==> src/rtl/strap_pd_pkg.sv <==
package strap_pd_pkg;

    typedef enum logic [1:0] {
        RATE_100 = 2'd0,
        RATE_133 = 2'd1,
        RATE_166 = 2'd2,
        RATE_200 = 2'd3
    } cpu_rate_e;

    typedef enum logic [1:0] {
        SEQ_RUN       = 2'd0,
        SEQ_PARKING   = 2'd1,
        SEQ_PARKED    = 2'd2,
        SEQ_WAIT_LOCK = 2'd3
    } seq_state_e;

    typedef struct packed {
        logic sel_hi;
        logic sel_lo;
    } strap_t;

    function automatic cpu_rate_e decode_rate(input strap_t s);
        cpu_rate_e r;
        case ({s.sel_hi, s.sel_lo})
            2'b10:   r = RATE_100;
            2'b00:   r = RATE_133;
            2'b01:   r = RATE_166;
            default: r = RATE_200;
        endcase
        return r;
    endfunction

endpackage

==> src/rtl/pin_sync.sv <==
module pin_sync #(
    parameter int STAGES = 2
) (
    input  logic clk,
    input  logic rst,
    input  logic pin_async,
    output logic pin_lvl
);
    logic [STAGES-1:0] chain_q;

    // Reset to 1: the pin is inactive (power not yet good) at reset.
    generate
        if (STAGES == 1) begin : g_one
            always_ff @(posedge clk) begin
                if (rst) chain_q <= '1;
                else     chain_q <= pin_async;
            end
        end else begin : g_many
            always_ff @(posedge clk) begin
                if (rst) chain_q <= '1;
                else     chain_q <= {chain_q[STAGES-2:0], pin_async};
            end
        end
    endgenerate

    assign pin_lvl = chain_q[STAGES-1];
endmodule

==> src/rtl/strap_capture.sv <==
module strap_capture
    import strap_pd_pkg::*;
(
    input  logic   clk,
    input  logic   rst,
    input  logic   pin_lvl,
    input  logic   rearm,
    input  strap_t straps_in,
    output strap_t straps_q,
    output logic   captured
);
    logic take;

    // One-shot unless re-armed by test mode; capture on a valid low.
    assign take = !pin_lvl && (!captured || rearm);

    always_ff @(posedge clk) begin
        if (rst) begin
            straps_q <= '0;
            captured <= 1'b0;
        end else if (take) begin
            straps_q <= straps_in;
            captured <= 1'b1;
        end
    end
endmodule

==> src/rtl/pd_qualifier.sv <==
module pd_qualifier (
    input  logic clk,
    input  logic rst,
    input  logic pin_lvl,
    input  logic enable,
    output logic pd_req,
    output logic pd_release
);
    logic prev_q;

    always_ff @(posedge clk) begin
        if (rst) prev_q <= 1'b0;
        else     prev_q <= pin_lvl;
    end

    // Two consecutive high samples qualify a request.
    assign pd_req     = enable && pin_lvl && prev_q;
    assign pd_release = !pin_lvl;
endmodule

==> src/rtl/park_lane.sv <==
module park_lane (
    input  logic clk,
    input  logic rst,
    input  logic lvl,
    input  logic arm,
    input  logic force_hold,
    input  logic clear,
    output logic hold
);
    logic lvl_q;

    always_ff @(posedge clk) begin
        if (rst) begin
            lvl_q <= 1'b0;
            hold  <= 1'b0;
        end else begin
            lvl_q <= lvl;
            if (clear)
                hold <= 1'b0;
            else if (force_hold)
                hold <= 1'b1;
            else if (arm && lvl_q && !lvl)
                hold <= 1'b1;
        end
    end
endmodule

==> src/rtl/strap_pd_seq.sv <==
module strap_pd_seq
    import strap_pd_pkg::*;
#(
    parameter int NUM_OUT     = 4,
    parameter int SYNC_STAGES = 2
) (
    input  logic               clk,
    input  logic               rst,
    input  logic               pg_pd_pin,
    input  logic               sel_hi,
    input  logic               sel_lo,
    input  logic               test_sel,
    input  logic               test_mode,
    input  logic               pll_lock,
    input  logic [NUM_OUT-1:0] lane_level,
    output logic               straps_valid,
    output logic [1:0]         strap_status,
    output logic [1:0]         rate_code,
    output logic [NUM_OUT-1:0] out_hold,
    output logic               osc_off_ok,
    output logic               restart_pulse,
    output logic               tri_state,
    output logic               ref_div_en
);
    logic       pin_lvl;
    strap_t     straps_in;
    strap_t     straps_q;
    logic       captured;
    logic       pd_req;
    logic       pd_release;
    seq_state_e state_q, state_d;
    logic       restart_q;
    logic       lane_arm, lane_force, lane_clear;
    logic       all_held;

    pin_sync #(.STAGES(SYNC_STAGES)) u_sync (
        .clk       (clk),
        .rst       (rst),
        .pin_async (pg_pd_pin),
        .pin_lvl   (pin_lvl)
    );

    assign straps_in.sel_hi = sel_hi;
    assign straps_in.sel_lo = sel_lo;

    strap_capture u_cap (
        .clk       (clk),
        .rst       (rst),
        .pin_lvl   (pin_lvl),
        .rearm     (test_sel),
        .straps_in (straps_in),
        .straps_q  (straps_q),
        .captured  (captured)
    );

    pd_qualifier u_qual (
        .clk        (clk),
        .rst        (rst),
        .pin_lvl    (pin_lvl),
        .enable     (captured && !test_sel),
        .pd_req     (pd_req),
        .pd_release (pd_release)
    );

    assign lane_arm   = (state_q == SEQ_PARKING);
    assign lane_force = (state_q == SEQ_WAIT_LOCK) && !pll_lock;
    assign lane_clear = (state_q == SEQ_WAIT_LOCK) && pll_lock;

    generate
        for (genvar i = 0; i < NUM_OUT; i++) begin : g_lane
            park_lane u_lane (
                .clk        (clk),
                .rst        (rst),
                .lvl        (lane_level[i]),
                .arm        (lane_arm),
                .force_hold (lane_force),
                .clear      (lane_clear),
                .hold       (out_hold[i])
            );
        end
    endgenerate

    assign all_held = &out_hold;

    always_comb begin
        state_d = state_q;
        case (state_q)
            SEQ_RUN:       if (pd_req) state_d = SEQ_PARKING;
            SEQ_PARKING: begin
                if (pd_release)    state_d = SEQ_WAIT_LOCK;
                else if (all_held) state_d = SEQ_PARKED;
            end
            SEQ_PARKED:    if (pd_release) state_d = SEQ_WAIT_LOCK;
            SEQ_WAIT_LOCK: if (pll_lock) state_d = SEQ_RUN;
            default:       state_d = SEQ_RUN;
        endcase
    end

    always_ff @(posedge clk) begin
        if (rst) begin
            state_q   <= SEQ_RUN;
            restart_q <= 1'b0;
        end else begin
            state_q   <= state_d;
            restart_q <= (state_d == SEQ_WAIT_LOCK) && (state_q != SEQ_WAIT_LOCK);
        end
    end

    assign straps_valid  = captured;
    assign strap_status  = {straps_q.sel_hi, straps_q.sel_lo};
    assign rate_code     = decode_rate(straps_q);
    assign osc_off_ok    = (state_q == SEQ_PARKED);
    assign restart_pulse = restart_q;
    assign tri_state     = test_sel && !test_mode;
    assign ref_div_en    = test_sel && test_mode;
endmodule

==> config.mk <==
export PLATFORM = sky130hd
export DESIGN_NAME = strap_pd_seq
export DESIGN_NICKNAME = d
export VERILOG_FILES = /design/src/rtl/strap_pd_pkg.sv /design/src/rtl/pin_sync.sv /design/src/rtl/strap_capture.sv /design/src/rtl/pd_qualifier.sv /design/src/rtl/park_lane.sv /design/src/rtl/strap_pd_seq.sv
export SDC_FILE = /design/constraint.sdc
export NUM_CORES = 1
export LEC_CHECK = 0
export BUFFER_PORTS_ARGS = -buffer_cell sky130_fd_sc_hd__buf_2
export CORE_UTILIZATION = 47
export CTS_CLUSTER_DIAMETER = 30
export DETAILED_ROUTE_END_ITERATION = 8
export HOLD_SLACK_MARGIN = 0.15
export MAX_ROUTING_LAYER = met4
export PLACE_DENSITY = 0.73
export SETUP_SLACK_MARGIN = 0.3
export SKIP_LAST_GASP = 1
export SLEW_MARGIN = 20
export SYNTH_ARGS = -nofsm -noshare
export SYNTH_HDL_FRONTEND = slang
export SYNTH_SLANG_ARGS = --single-unit
export TNS_END_PERCENT = 10
==> constraint.sdc <==
create_clock -name clk -period 1.43 [get_ports clk]
set_input_delay 0.143 -clock clk [delete_from_list [all_inputs] [get_ports clk]]
set_output_delay 0.143 -clock clk [all_outputs]
set_load 0.01 [all_outputs]
=== Yosys cells after proc, flatten, opt, wreduce, memory -nomap -nowiden ===
Index checks and enable logic that the tools add are counted.

* Word-level logic and storage cells: 72
* Input port bits: 12
* Bits in registers: 17

* Mux-type cells: 15
* Equal/unequal tests: 7
* Reductions and logical operators: 35

{| class="wikitable"
|+ Operators with widths
! cell !! count
|-
| 1-bit logical AND || 17
|-
| 2-bit two-way mux || 5
|-
| 1-bit zero test || 9
|-
| 2-bit == test (second input constant) || 4
|-
| 1-bit two-way mux || 8
|-
| 2-bit one-hot mux with 4 select lines || 1
|-
| 2-bit nonzero test || 4
|-
| 2-bit one-hot mux with 3 select lines || 1
|-
| 2-bit by 1-bit == test with 1-bit output (second input constant) || 2
|-
| 2-bit zero test || 2
|-
| 4-bit AND reduction || 1
|-
| 2-bit != test (second input constant) || 1
|-
| 2-bit OR reduction || 1
|-
| 1-bit logical OR || 1
|}

=== Longest topological paths before layout ===
* Depth in word-level cells: 8
* Depth in mapped cells: 3

=== Modules after synthesis ===
A second synthesis with hierarchy kept.

* Cell total of the unflattened synthesis: 71
* Area, all modules: 767.0 sq um

{| class="wikitable"
|+ By module, submodules not included
! module !! instances !! area an instance (sq um) !! cells an instance
|-
| park_lane || 4 || 82.6 || 6
|-
| strap_pd_seq || 1 || 221.5 || 26
|-
| strap_capture || 1 || 126.4 || 13
|-
| pin_sync || 1 || 52.6 || 4
|-
| pd_qualifier || 1 || 36.3 || 4
|}

=== Worst setup path before layout ===
OpenSTA, ideal clock, no wires.

* Path type: register -> register
* Start: register u_sync.chain_q[1]
* End: register restart_q (netlist: restart_pulse)
* Period minus slack after synthesis: 1.096 ns
* Cell stages (with the launch flop): 4
* Slack: 0.334 ns
* Setup time: 0.117 ns
* Arrival time: 0.979 ns
* Path through: dfxtp_1 -> inv_1 -> o32ai_2 -> and4bb_1

* Word-level cells in the longest chain between the ends: 6
* Elaborated cells between the ends (all ways): 8

{| class="wikitable"
|+ Ends and longest elaborated chain
! what !! RTL line !! source
|-
| start, declared || pin_sync.sv:9 || <nowiki>logic [STAGES-1:0] chain_q;</nowiki>
|-
| start signal, assigned || pin_sync.sv:21 || <nowiki>else chain_q <= {chain_q[STAGES-2:0], pin_async};</nowiki>
|-
| 1-bit logical AND (2 in a row) || pd_qualifier.sv:17 || <nowiki>assign pd_req = enable && pin_lvl && prev_q;</nowiki>
|-
| 2-bit two-way mux || strap_pd_seq.sv:88 || <nowiki>SEQ_RUN: if (pd_req) state_d = SEQ_PARKING;</nowiki>
|-
| 2-bit one-hot mux with 4 select lines * || strap_pd_seq.sv:87 || <nowiki>case (state_q)</nowiki>
|-
| 2-bit == test * || strap_pd_seq.sv:105 || <nowiki>restart_q <= (state_d == SEQ_WAIT_LOCK) && (state_q != SEQ_WAIT_LOCK);</nowiki>
|-
| 1-bit logical AND * || strap_pd_seq.sv:105 ||
|-
| end signal, assigned || strap_pd_seq.sv:105 ||
|-
| end, declared || strap_pd_seq.sv:32 || <nowiki>logic restart_q;</nowiki>
|}

Mark *: on every way between the ends. The rest lies on a longest branch, timed or not.
A chain may end at the register's enable or synchronous reset.

=== Worst setup path in the final report ===
* Start: register u_cap.straps_q[1] (netlist name)
* End: output port rate_code[1]

* Word-level cells in the longest chain between the ends: 2
* Elaborated cells between the ends (all ways): 4

{| class="wikitable"
|+ Ends and longest elaborated chain
! what !! RTL line !! source
|-
| 2-bit by 1-bit == test with 1-bit output, or another cell as far along || strap_pd_pkg.sv:24 || <nowiki>case ({s.sel_hi, s.sel_lo})</nowiki>
|-
| 2-bit one-hot mux with 3 select lines * || strap_pd_pkg.sv:24 ||
|-
| end, declared || strap_pd_seq.sv:18 || <nowiki>output logic [1:0] rate_code,</nowiki>
|}

Marks and branches as above.

==> results.yml <==
layout:
  nets: 115
  layout-drive-gt1-share_pct: 40.0
  fin_util_pct: 69.8
  syn2layout_area_growth_pct: 31.4
  final_cells: 115
  num_antenna_cells: 0
floorplan:
  coreArea_um2: 1370
  die_w_um: 41.3
  io_pins: 25
  placementRows: 13
  dieArea_um2: 1710
  start_util_pct: 53.1
  die_h_um: 41.3
power_and_ir_drop:
  seqPwrFrac_pct: 60.4
  powerDensity_nw_per_um2: 865
  p_switching_mw: 0.179
  power_switching_share_pct: 21.7
  comb_power_share_pct: 10.1
  pwr-share-clk_pct: 29.5
  p_total_mw: 0.824
  leakage_nw: 0.442
  vdd_drop_max_mv: 0.826
  intPower_mw: 0.646
critical_path:
  worst_ep_required_time_ns: 1.29
  timing.rr.start: "state_q[0]"
  cp-end-kind: "output port"
  crit_buf_inv: 2
  reg2regPathDepth: 3
  r2r_slack_ns: 0.22
  path_class: "flop to output port"
  crit_arrival_ns: 1.18
  cpPeakStageDelay_ns: 0.37
  crit_fanout: 4
  startpoint_type: "flop"
  crit_path_cell_trace: "inv_2, ha_4, or2_4, buf_6"
  cp_slowest_cell: "dfxtp_2"
  cp_top_family: "flip-flops"
  worstReg2RegEnd: "restart_pulse"
global_routing:
  grt_pass1_wl_um: 1990
  grtUsageTotal_pct: 20.1
  antenna_found_initial: 0
  grt-ovfl-total: 0
  grt_max_degree: 14
  grt_pass1_vias: 477
routing:
  ant_nets: 0
  first_pass_iters: 4
  drt-initial-drc-count: 12
  vias: 561
  vias_per_cell: 4.88
  wl_um: 1350
  route.detailed.drc: 0
  wl_per_cell_um: 11.7
timing:
  slew_viol_final: 0
  period_minus_slack_ns: 1.32
  setup_viol: 0
  max_slew_margin_pct: 82.0
  rsz0062_at_grt: "yes"
  finalHoldViolations: 0
  clock.fmax_ghz: 0.757
  fin_crit_sh_pct: 92.4
  worst_pin_slew_ns: 0.269
  finClkSkew_ns: 0.00989
  setup_tns_ns: 0
hold_path:
  hp-start: "rst"
  whs_endpoint: "u_cap.straps_q[0]"
  whs_path_depth: 2
  hp-class: "input pin to flop"
yosys:
  syn_inst: 70
  ys_ff_latch: 17
  synthesis.area_um2: 726
  synth_cell_types: 26
  yosysWarnings: 0
  syn_nets: 84
  synth_area_per_cell_um2: 10.4
  yosysSeqAreaShare_pct: 46.9
clock_network:
  cts_buffers: 3
  cts_num_sinks: 17
  path_clk_slew_ns: 0.09
  clk_latency_ns: 0.29
  htree_levels: 1
  cts_tree: "built"
  cts_root_buffer: "clkbuf_4"
  clk_path_buf_depth: 2
place:
  numPortBuffers: 24
  gp_congestion: 0.762
  dpl.cell_count: 104
  dpl.hpwl_um: 941
status:
  outcome: "finished, final reports clean"
flow_run:
  drv_cap: 0
==> flip-flops by register name, summed over array words and instances, names as in the netlist <==
register / flops
u_sync.chain_q: 2
u_cap.straps_q: 2
state_q: 2
g_lane.u_lane.hold: 4
u_cap.captured: 1
u_qual.prev_q: 1
g_lane.u_lane.lvl_q: 4
restart_pulse: 1
==> cell usage in the layout, fill, tap and decap left out, types with 2 or more instances in the layout <==
cell type      netlist  final
dfxtp_2              0      2
clkbuf_4             0      3
dlygate4sd3_1        0      7
a21oi_1              3      3
dfxtp_1             17     15
inv_1                4      3
nor2_1               3      3
nor2b_1              7      7
buf_2                0     23
nand3_1              2      2
nor3b_1              4      4
o31a_1               4      4
or2_2                4      3
o21ai_0              2      2
==> power groups by stage <==
| stage | Clock, mW | Combinational, mW | Sequential (mW) |
|---|---|---|---|
| 4_1_cts | 0.252 | 0.0827 | 0.497 |
| 3_5_place_dp | 0 | 0.0655 | 0.508 |
| 6_report | 0.243 | 0.0834 | 0.498 |
| 5_1_grt | 0.278 | 0.0937 | 0.500 |
| 2_1_floorplan | 0 | 0.0343 | 0.508 |
| 3_3_place_gp | 0 | 0.0645 | 0.508 |
==> how the worst max path moves through the flow <==
stage | start | endpoint | slack, ns | depth (start not counted)
after global routing | u_cap.straps_q[1] | rate_code[1] | 0.03 | 4
after global placement | u_sync.chain_q[1] | restart_pulse | 0.28 | 3
final | u_cap.straps_q[1] | rate_code[1] | 0.11 | 4
after detailed placement | u_sync.chain_q[1] | restart_pulse | 0.22 | 3
after floorplan | u_sync.chain_q[1] | restart_pulse | 0.33 | 3
after CTS | u_cap.straps_q[1] | rate_code[1] | 0.1 | 4
==> area by class of cell <==
type                       count  area, um^2
clock buffer                   4        26.3
inverter                       4        15.0
fill                         116         413
tap                           15        18.8
sequential                    17         343
multi-input combinational     44         354
timing repair buffer          31         196
==> worst register-to-register path: cells and delay by family (launching register included) <==
family,cells,cell delay [ns]
DFF,1,0.47
and+or+nand+nor,2,0.35
AOI/OAI and AO/OA,1,0.29
==> per-stage QoR <==
stage	worst slack (ns)	instance area, um^2	hold slack (ns)
floorplan	0.334	726	0.215
global placement	0.283	831	0.328
detailed placement	0.219	831	0.328
CTS	0.0983	943	0.169
global route	0.0346	953	0.178
finish	0.109	953	0.168
==> per-layer routing <==
layer,global-route usage [%],part of all wire (%)
met5,-,0
met4,7.26,1.1
met3,9.57,3.9
met2,29.7,47
met1,23.8,47
==> cells by family (layout without fill, tap and decap cells) <==
| family | after synthesis | after routing | synth area share, % |
|---|---|---|---|
| AND/OR/NAND/NOR | 29 | 29 | 28.3 |
| flip-flops | 17 | 17 | 46.9 |
| AO/OA/AOI/OAI | 13 | 13 | 14.7 |
| buffers and inverters | 9 | 39 | 6.72 |
| adder cells (fa/ha/maj) | 2 | 2 | 3.45 |
==> cell usage after synthesis (all sizes together) <==
cell type   n  area (um^2)
nor3b       4         30.0
dfxtp      17          340
a311oi      1         15.0
o32ai       1         16.3
and4b       1         10.0
and3        1         6.26
nand4       1         21.3
inv         4         15.0
o31a        4         35.0
a21oi       3         15.0
nand2b      2         20.0
and4bb      1         12.5
buf         4         30.0
and2        1         6.26
a21o        1         7.51
clkbuf      1         3.75
nor2b       7         43.8
or2         4         25.0
nor3        1         5.00
o21bai      1         7.51
nor2        3         11.3
ha          2         25.0
nand2       1         3.75
nand3       2         10.0
o21ai       2         10.0
==> timing repair <==
action	4_1_cts	5_1_grt
hold buffers	7	0
setup endpoints to repair	4	9
endpoints found under the hold margin	7	0
setup buffers	0	0
resized for setup	7	1
(Power assumes the default switching activity.)
